<file path="src/rtl/tod_pkg.sv">
package tod_pkg;
  localparam int DIGIT_W = 4;
  typedef logic [DIGIT_W-1:0] bcd_t;
endpackage

</file>
<file path="src/rtl/tod_prescaler.sv">
module tod_prescaler #(
  parameter int TICKS_PER_SEC = 60
) (
  input  logic clk,
  input  logic rst,
  input  logic tick,
  input  logic bypass,
  output logic sec_en
);
  localparam int CW = (TICKS_PER_SEC > 1) ? $clog2(TICKS_PER_SEC) : 1;
  localparam logic [CW-1:0] LAST = CW'(TICKS_PER_SEC - 1);

  logic [CW-1:0] cnt;

  always_ff @(posedge clk) begin
    if (rst || bypass) begin
      cnt <= '0;
    end else if (tick) begin
      cnt <= (cnt == LAST) ? '0 : cnt + 1'b1;
    end
  end

  always_comb begin
    if (bypass) sec_en = tick;
    else        sec_en = tick && (cnt == LAST);
  end
endmodule

</file>
<file path="src/rtl/tod_digit.sv">
module tod_digit
  import tod_pkg::*;
#(
  parameter int MODULUS = 10
) (
  input  logic clk,
  input  logic rst,
  input  logic en,
  output bcd_t q,
  output logic wrap
);
  localparam bcd_t LAST = bcd_t'(MODULUS - 1);

  always_ff @(posedge clk) begin
    if (rst) begin
      q <= '0;
    end else if (en) begin
      q <= (q == LAST) ? '0 : q + bcd_t'(1);
    end
  end

  assign wrap = en && (q == LAST);
endmodule

</file>
<file path="src/rtl/tod_base60.sv">
module tod_base60
  import tod_pkg::*;
#(
  parameter int UNITS_MOD = 10,
  parameter int TENS_MOD  = 6
) (
  input  logic clk,
  input  logic rst,
  input  logic en,
  output bcd_t units,
  output bcd_t tens,
  output logic carry
);
  logic units_wrap;

  tod_digit #(.MODULUS(UNITS_MOD)) u_units (
    .clk(clk), .rst(rst), .en(en), .q(units), .wrap(units_wrap)
  );

  tod_digit #(.MODULUS(TENS_MOD)) u_tens (
    .clk(clk), .rst(rst), .en(units_wrap), .q(tens), .wrap(carry)
  );
endmodule

</file>
<file path="src/rtl/tod_hours.sv">
module tod_hours
  import tod_pkg::*;
#(
  parameter int HOURS_PER_DAY = 24
) (
  input  logic clk,
  input  logic rst,
  input  logic en,
  output bcd_t tens,
  output bcd_t ones
);
  localparam bcd_t TENS_LAST = bcd_t'((HOURS_PER_DAY - 1) / 10);
  localparam bcd_t ONES_LAST = bcd_t'((HOURS_PER_DAY - 1) % 10);
  localparam bcd_t NINE      = bcd_t'(9);

  always_ff @(posedge clk) begin
    if (rst) begin
      tens <= '0;
      ones <= '0;
    end else if (en) begin
      if (tens == TENS_LAST && ones == ONES_LAST) begin
        tens <= '0;
        ones <= '0;
      end else if (ones == NINE) begin
        ones <= '0;
        tens <= tens + bcd_t'(1);
      end else begin
        ones <= ones + bcd_t'(1);
      end
    end
  end
endmodule

</file>
<file path="src/rtl/tod_clock.sv">
module tod_clock
  import tod_pkg::*;
#(
  parameter int TICKS_PER_SEC = 60,
  parameter int HOURS_PER_DAY = 24
) (
  input  logic       clk,
  input  logic       rst,
  input  logic       tick,
  input  logic       fast_set,
  output logic [3:0] hr_tens,
  output logic [3:0] hr_ones,
  output logic [3:0] min_tens,
  output logic [3:0] min_ones,
  output logic [3:0] sec_tens,
  output logic [3:0] sec_ones
);
  localparam int N_STAGES = 2;

  logic              stage_en [N_STAGES+1];
  bcd_t              st_units [N_STAGES];
  bcd_t              st_tens  [N_STAGES];
  logic              sec_en;

  tod_prescaler #(.TICKS_PER_SEC(TICKS_PER_SEC)) u_pre (
    .clk(clk), .rst(rst), .tick(tick), .bypass(fast_set), .sec_en(sec_en)
  );

  assign stage_en[0] = sec_en;

  for (genvar g = 0; g < N_STAGES; g++) begin : g_b60
    tod_base60 #(.UNITS_MOD(10), .TENS_MOD(6)) u_stage (
      .clk(clk), .rst(rst), .en(stage_en[g]),
      .units(st_units[g]), .tens(st_tens[g]), .carry(stage_en[g+1])
    );
  end

  bcd_t h_t, h_o;

  tod_hours #(.HOURS_PER_DAY(HOURS_PER_DAY)) u_hours (
    .clk(clk), .rst(rst), .en(stage_en[N_STAGES]), .tens(h_t), .ones(h_o)
  );

  assign sec_ones = st_units[0];
  assign sec_tens = st_tens[0];
  assign min_ones = st_units[1];
  assign min_tens = st_tens[1];
  assign hr_ones  = h_o;
  assign hr_tens  = h_t;
endmodule

</file>
<file path="config.mk">
export PLATFORM = sky130hd
export DESIGN_NAME = tod_clock
export DESIGN_NICKNAME = d
export VERILOG_FILES = /design/src/rtl/tod_pkg.sv /design/src/rtl/tod_prescaler.sv /design/src/rtl/tod_digit.sv /design/src/rtl/tod_base60.sv /design/src/rtl/tod_hours.sv /design/src/rtl/tod_clock.sv
export SDC_FILE = /design/constraint.sdc
export NUM_CORES = 1
export LEC_CHECK = 0
export CAP_MARGIN = 20
export CORE_MARGIN = 2
export CORE_UTILIZATION = 24
export CTS_BUF_LIST = sky130_fd_sc_hd__clkbuf_4
export DETAILED_ROUTE_END_ITERATION = 10
export DONT_BUFFER_PORTS = 1
export PLACE_DENSITY = 0.36
export RECOVER_POWER = 25
export SYNTH_ARGS = -nofsm -noshare
export SYNTH_HDL_FRONTEND = slang
export SYNTH_SLANG_ARGS = --single-unit
</file>
<file path="constraint.sdc">
create_clock -name clk -period 2.55 [get_ports clk]
set_input_delay 0.6375 -clock clk [delete_from_list [all_inputs] [get_ports clk]]
set_output_delay 0.6375 -clock clk [all_outputs]
set_load 0.02 [all_outputs]
</file>
==> run metrics <==
Die X=86.6 µm; setup TNS=0 ns; setup violators final=0; worst hold start=rst; area of the multi-input gates=956 µm²; adder-cell share of the synthesized area=3.82%; Worst R2R Start=u_hours.tens[0]; Internal=596 µW; placer congestion estimate=0.735; Main synth FF type=dfxtp_1; final slew viol count=0; Post-Route WL=4170 µm; synthesized instance count=188; Placed Area=0.00174 mm²; CP startpoint=u_hours.tens[0]; Static Leakage=0.553 nW; Final #Nets=202; # IOs=28; Max Cap Viol=0; DRT iter0 DRCs=51; Finished Cell Area=0.00180 mm²; Synth-to-Final Area Change=9.70%; crit-path cells=inv_1 -> ha_1 -> nor4bb_1 -> a21oi_1 -> or4b_1 -> a21oi_1; CTS Hold Bufs=0; Yosys top cell by area=dfxtp_1; Post-synth ARST share=0%; first-pass GRT wire length=6700 µm; deepest clock path buffer count=2; final hold viol count=0; post-synth top area share=36.7%; worst hold endpoint=g_b60[1].u_stage.u_units.q[3]; number of synthesized flops with an enable pin=0; post-synthesis simple-gate area fraction=29.7%; clk sinks=30; most common cell after layout, fill and taps aside=dfxtp_1; switching share of power=25.0%; sequential-to-total area share from yosys stat=36.7%; top post-synthesis cells by area=dfxtp_1 (37%), a21oi_1 (5.5%), o31ai_1 (4.1%); Wirelength per Cell=15.2 µm; startpoint types=flop; via count=1,458; reg2reg path depth=6; remaining antenna violation count=0; Final Core Density=26.9%; Slew @ Worst Pin=0.585 ns; Synth Area in XOR/XNOR=2.14%; Slew headroom=60.6%; # rows=30; hold depth=1; combinational power share=3.6%; period utilization=85.2%; HPWL reported at the end of detailed placement=2950 µm; Remaining DRCs=0; register area=601 µm²; PostCTS Resize Cnt=0; total CTS buffers=5; Crit Path Class=flop to flop; main combinational cell family by area after synthesis=simple AND/OR/NAND/NOR gates; Worst EP required=2.81 ns; R2R Setup Slk=0.38 ns; status=finished, final reports clean; worst skew pair latency=0.33 ns; number of port buffers=0; post-synth cell types=45; drt first pass iters=4; peak supply drop=0.139 mV; part of the power in registers=60.0%; syn nets=197; Synth warnings=0; hold_ws=0.362 ns; crit path capture type=flop; non-filler cells, final=274; Power Dens Cells=442 mW/mm²; fraction of layout cells with a size suffix above 1=11.9%; Setup Buffers After CTS=0; via/cell ratio=5.32; cell area after synthesis=0.00164 mm²; grt total ovfl=0; GRT Total Usage=11.5%; largest net degree at the start of global routing=34; clock-pin slew on the worst setup and hold paths=0.11 ns; Crit path top cell by count=a21oi_1; die outline height=86.6 µm; Slowest-stage cell, CP=dfxtp_1; DIE AREA=0.00750 mm²; Period minus WS final=2.17 ns; Placed Instances=265; Clock power frac=36.4%; Psw=198 µW; flops & latches, synth=30; critical path arrival=2.43 ns; Worst R2R End=u_hours.ones[0]; Fillers=720; crit-path max cell delay=0.55 ns; CTS tree=done; fmax=0.460 GHz; CTS root buf=clkbuf_4; clock skew=0.0129 ns; Synth Area per Inst=8.71 µm²; worst min-delay path class=input pin to flop; Starting Density=24.5%; floorplan core area=0.00668 mm²; CTS H-Tree Depth=2; initial antenna violation count=0; vias in the first global route=1,372; most frequent cells in the layout=dfxtp_1 (30), a21oi_1 (18), nor2_1 (15), o21ai_0 (10); post-synthesis mux area share=3.90%; critical path peak fanout=6; post-synthesis compound-gate area fraction=18.9%; ANT cells=0; RSZ-0062 raised after global routing=false
[worst max-delay path: cells and delay by family, from the launching register on]
kind,cells,cell delay [ns]
AO/OA/AOI/OAI,2,0.60
buffers and inverters,1,0.09
AND/OR/NAND/NOR,2,0.66
adder cells (fa/ha/maj),1,0.22
flip-flops,1,0.55
[cell type report]
| type | count | share of cell area, % |
|---|---|---|
| multi-input cells | 140 | 53.2 |
| well taps | 80 | 5.57 |
| clock inverters | 2 | 0.487 |
| flip-flops and latches | 30 | 33.4 |
| repair buffers | 7 | 2.92 |
| inverters | 9 | 1.88 |
| clock buffers | 6 | 2.51 |
[sequential cells by signal, indices dropped and copies added (netlist names)]
register / flops
u_hours.ones: 4
g_b60.u_stage.u_tens.q: 8
g_b60.u_stage.u_units.q: 8
u_hours.tens: 4
u_pre.cnt: 6
[through the flow]
stage	worst slack (ns)	power, mW
after CTS	0.332	0.808
after floorplan	0.514	0.515
final	0.378	0.794
after global routing	0.175	0.842
after global placement	0.359	0.513
after detailed placement	0.283	0.514
[power by group through the flow]
stage,clock network (mW),logic [mW],registers (mW)
finish,0.289,0.0283,0.477
global route,0.333,0.0314,0.478
CTS,0.305,0.0262,0.477
detailed placement,0,0.0261,0.488
global placement,0,0.0252,0.488
floorplan,0,0.0287,0.487
[logic make-up after synthesis]
logic type	after synthesis
compound gates	49
xor+xnor	4
fa+ha+maj	5
buf+inv	18
flops	30
mux	6
simple gates	76
[worst max path at each step]
stage          slack (ns)  cells after the start                      endpoint
2_1_floorplan        0.51                      6  g_b60[1].u_stage.u_tens.q[0]
3_3_place_gp         0.36                      4               u_hours.ones[2]
3_5_place_dp         0.28                      4               u_hours.ones[2]
4_1_cts              0.33                      5               u_hours.ones[2]
5_1_grt              0.17                      5               u_hours.tens[3]
6_report             0.38                      6               u_hours.ones[0]
[synth_stat cells, drive strengths merged, types with 5 or more instances]
cell and count:
nand2b 5, nor2 15, o31ai 10, nand4 8, ha 5, inv 9
or4 8, dfxtp 30, clkbuf 5, nand2 7, o21ai 10, a21oi 18
[metal layers]
layer  share of wire (%)  global-route usage, %
met5                   0                      0
met4                 1.6                   4.83
met3                 7.3                   5.62
met2                  46                   17.7
met1                  45                   13.7
Power figures use the tool's default switching activity.
